### src/rtl/intc_pkg.sv
package intc_pkg;
  localparam int CMD_W = 3;
  localparam logic [CMD_W-1:0] CMD_EOI = 3'b001;
  localparam logic [CMD_W-1:0] CMD_SEL = 3'b010;

  typedef struct packed {
    logic grant;     // second acknowledge pulse taken
    logic loadMask;  // odd-address write
    logic loadBase;  // vector base load
    logic eoi;       // non-specific end of interrupt
    logic selWr;     // read-select command
  } ctrlStrobe_t;
endpackage

### src/rtl/intc_regs.sv
module intc_regs
  import intc_pkg::*;
#(
  parameter int NUM_IRQ = 8,
  parameter int DATA_W  = 8
) (
  input  logic              clk,
  input  logic              rstN,
  input  logic [NUM_IRQ-1:0] irqIn,
  input  logic              addr,
  input  logic [DATA_W-1:0] wrData,
  input  ctrlStrobe_t       strobe,
  output logic [DATA_W-1:0] rdData,
  output logic [DATA_W-1:0] vecOut,
  output logic              vecValid,
  output logic              canForward
);
  localparam int IDX_W  = $clog2(NUM_IRQ);
  localparam int BASE_W = DATA_W - IDX_W;
  localparam logic [IDX_W-1:0] SPUR_IDX = IDX_W'(NUM_IRQ - 1);

  logic [NUM_IRQ-1:0] irqPrev, rise, reqLatch, inService, maskReg;
  logic [NUM_IRQ-1:0] pend, reqClr, svcClr, svcSet;
  logic [BASE_W-1:0]  vecBase;
  logic               selSvc;
  logic [IDX_W-1:0]   pendIdx, svcIdx;
  logic               pendAny, svcAny;

  assign rise = irqIn & ~irqPrev;
  assign pend = reqLatch & ~maskReg;

  // Priority encoders: lowest index wins, loop runs downward so it is last
  always_comb begin
    pendIdx = '0;
    pendAny = 1'b0;
    svcIdx  = '0;
    svcAny  = 1'b0;
    for (int i = NUM_IRQ - 1; i >= 0; i--) begin
      if (pend[i]) begin
        pendIdx = IDX_W'(i);
        pendAny = 1'b1;
      end
      if (inService[i]) begin
        svcIdx = IDX_W'(i);
        svcAny = 1'b1;
      end
    end
  end

  assign canForward = pendAny && (!svcAny || (pendIdx < svcIdx));

  always_comb begin
    reqClr = '0;
    svcSet = '0;
    svcClr = '0;
    if (strobe.grant && canForward) begin
      reqClr[pendIdx] = 1'b1;
      svcSet[pendIdx] = 1'b1;
    end
    if (strobe.eoi && svcAny) svcClr[svcIdx] = 1'b1;
  end

  // One request flop per line; a new edge wins over a clear in the same cycle
  for (genvar g = 0; g < NUM_IRQ; g++) begin : g_req
    always_ff @(posedge clk) begin
      if (!rstN) begin
        irqPrev[g]  <= 1'b0;
        reqLatch[g] <= 1'b0;
      end else begin
        irqPrev[g]  <= irqIn[g];
        reqLatch[g] <= (reqLatch[g] & ~reqClr[g]) | rise[g];
      end
    end
  end

  always_ff @(posedge clk) begin
    if (!rstN) begin
      inService <= '0;
      maskReg   <= '0;
      vecBase   <= '0;
      selSvc    <= 1'b0;
      vecOut    <= '0;
      vecValid  <= 1'b0;
    end else begin
      inService <= (inService & ~svcClr) | svcSet;
      if (strobe.loadMask) maskReg <= wrData[NUM_IRQ-1:0];
      if (strobe.loadBase) vecBase <= wrData[DATA_W-1 -: BASE_W];
      if (strobe.selWr)    selSvc  <= wrData[0];
      vecValid <= strobe.grant;
      if (strobe.grant)
        vecOut <= {vecBase, (canForward ? pendIdx : SPUR_IDX)};
    end
  end

  always_comb begin
    rdData = '0;
    if (addr)        rdData[NUM_IRQ-1:0] = maskReg;
    else if (selSvc) rdData[NUM_IRQ-1:0] = inService;
    else             rdData[NUM_IRQ-1:0] = reqLatch;
  end

  // an edge is recorded at the next clock edge
  p_edge_latched_r2: assert property (@(posedge clk) disable iff (!rstN)
    (rise != '0) |=> ((reqLatch & $past(rise)) == $past(rise)));
  // forwarding implies some unmasked pending request
  p_fwd_unmasked_r3: assert property (@(posedge clk) disable iff (!rstN)
    canForward |-> ((reqLatch & ~maskReg) != '0));
  // granted line becomes in service
  p_grant_sets_svc_r6: assert property (@(posedge clk) disable iff (!rstN)
    (strobe.grant && canForward) |=> inService[$past(pendIdx)]);
  // vector strobe lasts one cycle
  p_vec_pulse_r6: assert property (@(posedge clk) disable iff (!rstN)
    vecValid |=> !vecValid);
  // spurious grant leaves in-service alone
  p_spurious_keeps_svc_r12: assert property (@(posedge clk) disable iff (!rstN)
    (strobe.grant && !canForward && !strobe.eoi) |=> (inService == $past(inService)));
  // end of interrupt removes exactly one level
  p_eoi_single_r9: assert property (@(posedge clk) disable iff (!rstN)
    (strobe.eoi && (inService != '0) && !strobe.grant)
      |=> ($countones(inService) == $countones($past(inService)) - 1));
endmodule

### src/rtl/intc_ctrl.sv
module intc_ctrl
  import intc_pkg::*;
#(
  parameter int DATA_W = 8
) (
  input  logic              clk,
  input  logic              rstN,
  input  logic              ackIn,
  input  logic              wrEn,
  input  logic              addr,
  input  logic              cfgWr,
  input  logic [DATA_W-1:0] wrData,
  input  logic              canForward,
  output ctrlStrobe_t       strobe,
  output logic              intReq
);
  typedef enum logic {ACK_IDLE, ACK_WAIT2} ackState_t;

  ackState_t ackState;
  logic [CMD_W-1:0] cmdField;

  assign cmdField = wrData[DATA_W-1 -: CMD_W];

  always_ff @(posedge clk) begin
    if (!rstN) ackState <= ACK_IDLE;
    else if (ackIn)
      ackState <= (ackState == ACK_IDLE) ? ACK_WAIT2 : ACK_IDLE;
  end

  always_comb begin
    strobe.grant    = ackIn && (ackState == ACK_WAIT2);
    strobe.loadMask = wrEn && addr;
    strobe.loadBase = cfgWr;
    strobe.eoi      = wrEn && !addr && (cmdField == CMD_EOI);
    strobe.selWr    = wrEn && !addr && (cmdField == CMD_SEL);
  end

  assign intReq = (ackState == ACK_IDLE) && canForward;

  // the request line is down once the first pulse is taken
  p_int_drops_r5: assert property (@(posedge clk) disable iff (!rstN)
    (ackIn && (ackState == ACK_IDLE)) |=> !intReq);
endmodule

### src/rtl/intc_core.sv
module intc_core
  import intc_pkg::*;
#(
  parameter int NUM_IRQ = 8,
  parameter int DATA_W  = 8
) (
  input  logic               clk,
  input  logic               rstN,
  input  logic [NUM_IRQ-1:0] irqIn,
  input  logic               wrEn,
  input  logic               addr,
  input  logic [DATA_W-1:0]  wrData,
  input  logic               cfgWr,
  output logic [DATA_W-1:0]  rdData,
  input  logic               ackIn,
  output logic               intReq,
  output logic [DATA_W-1:0]  vecOut,
  output logic               vecValid
);
  ctrlStrobe_t strobe;
  logic        canForward;

  intc_ctrl #(.DATA_W(DATA_W)) u_ctrl (
    .clk(clk), .rstN(rstN), .ackIn(ackIn), .wrEn(wrEn), .addr(addr),
    .cfgWr(cfgWr), .wrData(wrData), .canForward(canForward),
    .strobe(strobe), .intReq(intReq)
  );

  intc_regs #(.NUM_IRQ(NUM_IRQ), .DATA_W(DATA_W)) u_regs (
    .clk(clk), .rstN(rstN), .irqIn(irqIn), .addr(addr), .wrData(wrData),
    .strobe(strobe), .rdData(rdData), .vecOut(vecOut), .vecValid(vecValid),
    .canForward(canForward)
  );
endmodule

### config.mk
export PLATFORM = sky130hd
export DESIGN_NAME = intc_core
export DESIGN_NICKNAME = d
export VERILOG_FILES = /design/src/rtl/intc_pkg.sv /design/src/rtl/intc_regs.sv /design/src/rtl/intc_ctrl.sv /design/src/rtl/intc_core.sv
export SDC_FILE = /design/constraint.sdc
export NUM_CORES = 1
export LEC_CHECK = 0
export ABC_CLOCK_PERIOD_IN_PS = 2900
export CELL_PAD_IN_SITES_DETAIL_PLACEMENT = 1
export CELL_PAD_IN_SITES_GLOBAL_PLACEMENT = 1
export CORE_UTILIZATION = 39
export DETAILED_ROUTE_END_ITERATION = 8
export PLACE_DENSITY_LB_ADDON = 0.3
export SLEW_MARGIN = 20
export SYNTH_ARGS = -nofsm -noshare
export SYNTH_HDL_FRONTEND = slang
export SYNTH_SLANG_ARGS = --single-unit
### constraint.sdc
create_clock -name clk -period 2.9 [get_ports clk]
set_clock_uncertainty 0.05 [all_clocks]
set_input_delay 0.435 -clock clk [delete_from_list [all_inputs] [get_ports clk]]
set_output_delay 0.435 -clock clk [all_outputs]
set_load 0.1 [all_outputs]
# ---- Word level (Yosys, flattened, before mapping)
# Cells that the tools add are included.
dict set report classes {
  bitwise 32
  reduce_logical 14
  n_eq_ne 2
  magnitude_cmp 5
  n_mux 42
}
# op n
set ops {}
lappend ops {{$mux 3} 17}
lappend ops {{$mux 8} 4}
lappend ops {{$and 8x8->8} 3}
lappend ops {{$not 8->8} 3}
lappend ops {{$mux 1} 19}
lappend ops {{$logic_and 1x1->1} 11}
lappend ops {{$not 1->1} 9}
lappend ops {{$and 1x1->1} 8}
lappend ops {{$lt 3x4->1 const B} 2}
lappend ops {{$or 1x1->1} 8}
lappend ops {{$or 8x8->8} 1}
lappend ops {{$demux 1 s3} 2}
lappend ops {{$ge 3x1->1 const B} 2}
lappend ops {{$eq 3x1->1 const B} 1}
lappend ops {{$eq 3x2->1 const B} 1}
lappend ops {{$lt 3x3->1} 1}
lappend ops {{$logic_not 1->1} 2}
lappend ops {{$logic_or 1x1->1} 1}
dict set report totals {
  inputBits 22
  output_inout_bits 18
  reg_bits 48
}

# ---- Depth between registers and ports, before layout
# Gate-level depths: netlist of run 1.
dict set report logic_depth {
  depth_word 18
  mapped_depth 8
  ltp_nobuf 8
}

# ---- Hierarchy
# A second synthesis of run 1 with hierarchy kept.
dict set report hier_totals {
  cells_unflattened 271
  hier_area_um2 2364.8
}
# mod area_per_inst_um2 cells_each seq_area_each_um2 instances
set modules_own_cells {}
lappend modules_own_cells {intc_regs 2268.4 261 940.9 1}
lappend modules_own_cells {intc_ctrl 96.3 10 20.0 1}

# ---- Worst setup path after synthesis of run 1
# OpenSTA, ideal clock, no wires.
dict set report synth_timing {
  path_type {register to output}
  start {register u_regs.reqLatch[2]}
  end {output intReq}
  setup_slack_ps -1297
  path_buffers 0
  stages_incl_launch_ff 9
  arrival_time_ps 3712
  required_time_ps 2415
  path_cell_list {dfxtp_1 or2b_2 and2_1 a21oi_1 ha_1 o21a_1 o22ai_4 a21oi_1 nor3_1}
}
dict set report synth_between {
  elab_chain_cells 8
  word_cells_on_any_way 11
  classes_between {1 x order compare; 6 x mux; 1 x bitwise; 3 x reduce/logical}
}
# item line_no
set synth_rtl {}
lappend synth_rtl {{start: declaration} intc_regs.sv:22} ;# logic [NUM_IRQ-1:0] irqPrev, rise, reqLatch, inService, maskReg;
lappend synth_rtl {{start signal: indexed assignment} intc_regs.sv:71} ;# reqLatch[g] <= (reqLatch[g] & ~reqClr[g]) | rise[g];
lappend synth_rtl {{$and 8x8->8 (*)} intc_regs.sv:30} ;# assign pend = reqLatch & ~maskReg;
lappend synth_rtl {{$mux 3 (3 in series)} intc_regs.sv:39} ;# if (pend[i]) begin
lappend synth_rtl {{$lt 3x3->1} intc_regs.sv:50} ;# assign canForward = pendAny && (!svcAny || (pendIdx < svcIdx));
lappend synth_rtl {{$logic_or 1x1->1} intc_regs.sv:50}
lappend synth_rtl {{$logic_and 1x1->1 (*)} intc_regs.sv:50}
lappend synth_rtl {{$logic_and 1x1->1 (*)} intc_ctrl.sv:38} ;# assign intReq = (ackState == ACK_IDLE) && canForward;
lappend synth_rtl {{end: declaration} intc_core.sv:16} ;# output logic intReq,
# Mark *: on every way between the ends. The rest lies on a longest branch, timed or not.

# ---- Final worst setup path of run 1
dict set report layout_timing {
  start {register u_regs.reqLatch[5]}
  end {output intReq}
}
dict set report layout_between {
  elab_chain_cells 11
  word_cells_on_any_way 17
  classes_between {1 x order compare; 12 x mux; 1 x bitwise; 3 x reduce/logical}
}
# item line_no
set layout_rtl {}
lappend layout_rtl {{$and 8x8->8 (*)} intc_regs.sv:30}
lappend layout_rtl {{$mux 3 (6 in series)} intc_regs.sv:39}
lappend layout_rtl {{$lt 3x3->1} intc_regs.sv:50}
lappend layout_rtl {{$logic_or 1x1->1} intc_regs.sv:50}
lappend layout_rtl {{$logic_and 1x1->1 (*)} intc_regs.sv:50}
lappend layout_rtl {{$logic_and 1x1->1 (*)} intc_ctrl.sv:38}
# Marks and branches as above.

==> results of run 1 <==
## flip-flops by register name (all words and copies together), names as in the netlist
register,cells
u_regs.vecOut,8
u_regs.maskReg,8
u_regs.vecValid,1
u_regs.vecBase,5
u_ctrl.ackState,1
u_regs.reqLatch,8
u_regs.inService,8
u_regs.selSvc,1
u_regs.irqPrev,8
## logic make-up after synthesis
group | count (synthesis)
multiplexers | 14
adder cells (fa/ha/maj) | 2
AND/OR/NAND/NOR | 106
flip-flops | 48
XOR/XNOR | 1
AO/OA/AOI/OAI | 73
buffers and inverters | 21
## synthesized netlist by cell type (all sizes together) (6+ instances only)
| library cell | instances |
|---|---|
| nor2 | 7 |
| inv | 9 |
| clkbuf | 11 |
| nand2 | 39 |
| a21boi | 20 |
| dfxtp | 48 |
| a32o | 6 |
| and2 | 11 |
| nand3 | 14 |
| nand2b | 9 |
| mux2i | 14 |
| a21oi | 8 |
| nor2b | 8 |
| o21ai | 17 |
## repair_timing
action | 4_1_cts | 5_1_grt
setup buffers | 8 | 6
gates resized for setup | 11 | 16
pin swaps | 4 | 9
hold buffers | 0 | 0
setup endpoints to repair | 1 | 1
## layout make-up
type,instances,share of cell area
Multi-Input combinational cell,196,0.437
Inverter,9,0.0106
Tap cell,72,0.0282
Sequential cell,48,0.305
Clock inverter,1,0.00157
Timing Repair Buffer,61,0.195
Clock buffer,6,0.0227
## power breakdown
group	internal [mW]	switching (mW)	total (mW)
combinational	0.228	0.328	0.556
sequential	0.696	0.0320	0.728
clock	0.164	0.224	0.388
total	1.09	0.584	1.67
## worst min-delay path by stage
| stage | startpoint | endpoint | slack [ns] | depth (start not counted) |
|---|---|---|---|---|
| 5_1_grt | u_regs.vecBase[1] | u_regs.vecOut[4] | 0.45 | 2 |
| 3_3_place_gp | u_regs.vecOut[4] | u_regs.vecOut[4] | 0.40 | 2 |
| 4_1_cts | u_regs.vecOut[4] | u_regs.vecOut[4] | 0.43 | 2 |
| 2_1_floorplan | u_regs.vecBase[0] | u_regs.vecOut[3] | 0.39 | 2 |
| 3_5_place_dp | u_regs.irqPrev[5] | u_regs.reqLatch[5] | 0.41 | 2 |
| 6_report | u_regs.vecBase[2] | u_regs.vecOut[5] | 0.42 | 2 |
## worst max-delay path, cell delays in order (launching register included)
cell and delay (ns):
sky130_fd_sc_hd__dfxtp_2 0.36, sky130_fd_sc_hd__inv_1 0.10, sky130_fd_sc_hd__o21a_1 0.23, sky130_fd_sc_hd__a21oi_2 0.22, sky130_fd_sc_hd__ha_4 0.24, sky130_fd_sc_hd__a21oi_2 0.17
sky130_fd_sc_hd__o21a_1 0.19, sky130_fd_sc_hd__a21oi_2 0.08, sky130_fd_sc_hd__nor3_2 0.25, sky130_fd_sc_hd__buf_12 0.21
## per-stage QoR
step / instance area [sq um] / hold slack [ns]
after floorplan: 2350 / 0.390
after global placement: 2910 / 0.403
after detailed placement: 2910 / 0.414
after CTS: 3090 / 0.428
after global routing: 3190 / 0.450
final: 3190 / 0.422
## per-layer routing
metal  part of all wire  up-vias  wire (microns)  GRT usage
met2               0.50       52            3520      0.399
met3              0.033       19             236     0.0457
li1                   -     1049               -          -
met1               0.44     1080            3090      0.288
met5                  0        -               0          0
met4              0.032        0             227     0.0836
==> metrics.txt, run 1 <==
outcome finished, final reports clean; total gr overflow 0; leading cell type in the layout, fill and taps excluded sky130_fd_sc_hd__nand2_1; Async S/R FF share, synth 0; routed len/inst 18.0 microns; number of max-capacitance violations reported 0; area of the placeable core 0.00564 sq mm; worst-case clock buffer depth 2; register-to-register setup slack 0.48 ns; TritonCTS clock tree yes; highest-count cells in the layout ignoring fill and taps sky130_fd_sc_hd__nand2_1 (39), sky130_fd_sc_hd__dfxtp_1 (38), sky130_fd_sc_hd__buf_4 (31), sky130_fd_sc_hd__clkdlybuf4s50_1 (21), sky130_fd_sc_hd__a21boi_0 (20); xor/xnor share of the synthesized area 0.00374; Post-Route Utilization 0.566; maximum number of pins on one net before global-route repair 50; Hold WC Path Type register to register; net count after synthesis 289; die width 79.5 microns; wire length of the first global-routing pass 11.1 mm; maximum resistive drop on vdd 0.358 mV; # clock sinks 48; final weighted congestion of routability-driven global placement 0.897; Detailed Routing Iterations Pass 1 6; layout filler cell count 639; library cell with the largest summed area after synthesis sky130_fd_sc_hd__dfxtp_1; Final nets 345; setup total negative slack 0 ns; adder-cell area share of the yosys netlist 0.0107; total via count in the routed design 2,200; number of global-route vias before repair 2,216; standard-cell row count 27; placed cell count 372; Layout area overhead 36.3%; antenna violations before repair 0; source of the critical timing path u_regs.reqLatch[5]; setup repair after global routing missed its margin yes; power density over the cells 524 mW/mm^2; FF+latch area 973 sq um; antenna diode instance count 0; post-layout minimum cycle time 2.87 ns; Static Leak 1.21 nW; maximum level of the CTS H-tree 2; endpoint kind of the worst setup timing path primary output; startpoint type of the worst setup path register; Compound-Gate Fraction of Synth Area 0.235; number of CTS-inserted buffers 5; register area share after synthesis 0.410; count of unique library cells instantiated by Yosys 46; Total GRT Usage 0.233; number of slew-limit violations in the final report 0; clock latency on the worst-skew pair 0.31 ns; worst-path fanout max 4; Die Y 79.5 microns; total half-perimeter wirelength after legalization and detailed placement 4.73 mm; data arrival time of the critical path 2.38 ns; fraction of post-synthesis cell area in the top cell type by area 0.410; Non-Filler Instances 393; total power of the final layout 1.67 mW; Post-Syn Instances 265; syn avg cell area 8.84 sq um; worst reg-to-reg path cell count 10; required time of the worst setup path 2.41 ns; fraction of final layout cells with drive strength greater than 1 0.249; PortBufs 39; CP Class register to primary output; Tightest Pin Transition 0.633 ns; library cell used as clock root buffer sky130_fd_sc_hd__clkbuf_8; critical register-to-register path startpoint u_regs.maskReg[7]; Reg2Reg Capture Point u_regs.reqLatch[2]; detail-routed via count per cell 5.60; fraction of the mapped netlist area in simple logic gates 0.247; Iter 0 DRT Violations 109; Setup Slack @ Placement 0.127 ns; number of enable-type register cells in the synthesized netlist 0; final clock period utilization by the worst path 0.989; Initial Util 0.415; total of flip-flops plus latches after synthesis 48; Worst Setup EP intReq; DRT antenna net count 0; YS warnings 0; combinational family with the most area after synthesis simple AND/OR/NAND/NOR gates; aggregate routed wire length 7.07 mm; DRC 0; commonest register cell after synthesis sky130_fd_sc_hd__dfxtp_1; top cells by area, synth sky130_fd_sc_hd__dfxtp_1 (41%), sky130_fd_sc_hd__a21boi_0 (6.4%), sky130_fd_sc_hd__nand2_1 (6.3%); share of synthesized area spent on multiplexers 0.0598; max_slew headroom 0.578; combined area of all synthesized cells 0.00234 sq mm; clock transition at the registers of the reported paths 0.09 ns; area used by multi-input combinational logic 0.00140 sq mm; PnR worst setup slack 0.0315 ns; # setup viols final 0; hold violation total from the final report 0; die area 0.00632 sq mm; count of boundary I/O pins 40; maximum achievable frequency 0.349 GHz
Power figures use the tool's default switching activity.
==> inputs of run 2 (changes only) <==
--- a/config.mk
+++ b/config.mk
@@ -9,6 +9,7 @@
 export CELL_PAD_IN_SITES_DETAIL_PLACEMENT = 1
 export CELL_PAD_IN_SITES_GLOBAL_PLACEMENT = 1
 export CORE_UTILIZATION = 39
+export CTS_CLUSTER_SIZE = 12
 export DETAILED_ROUTE_END_ITERATION = 8
 export PLACE_DENSITY_LB_ADDON = 0.3
 export SLEW_MARGIN = 20
==> results of run 2 <==
The final DEF is identical to that of run 1; final timing and power are the same.
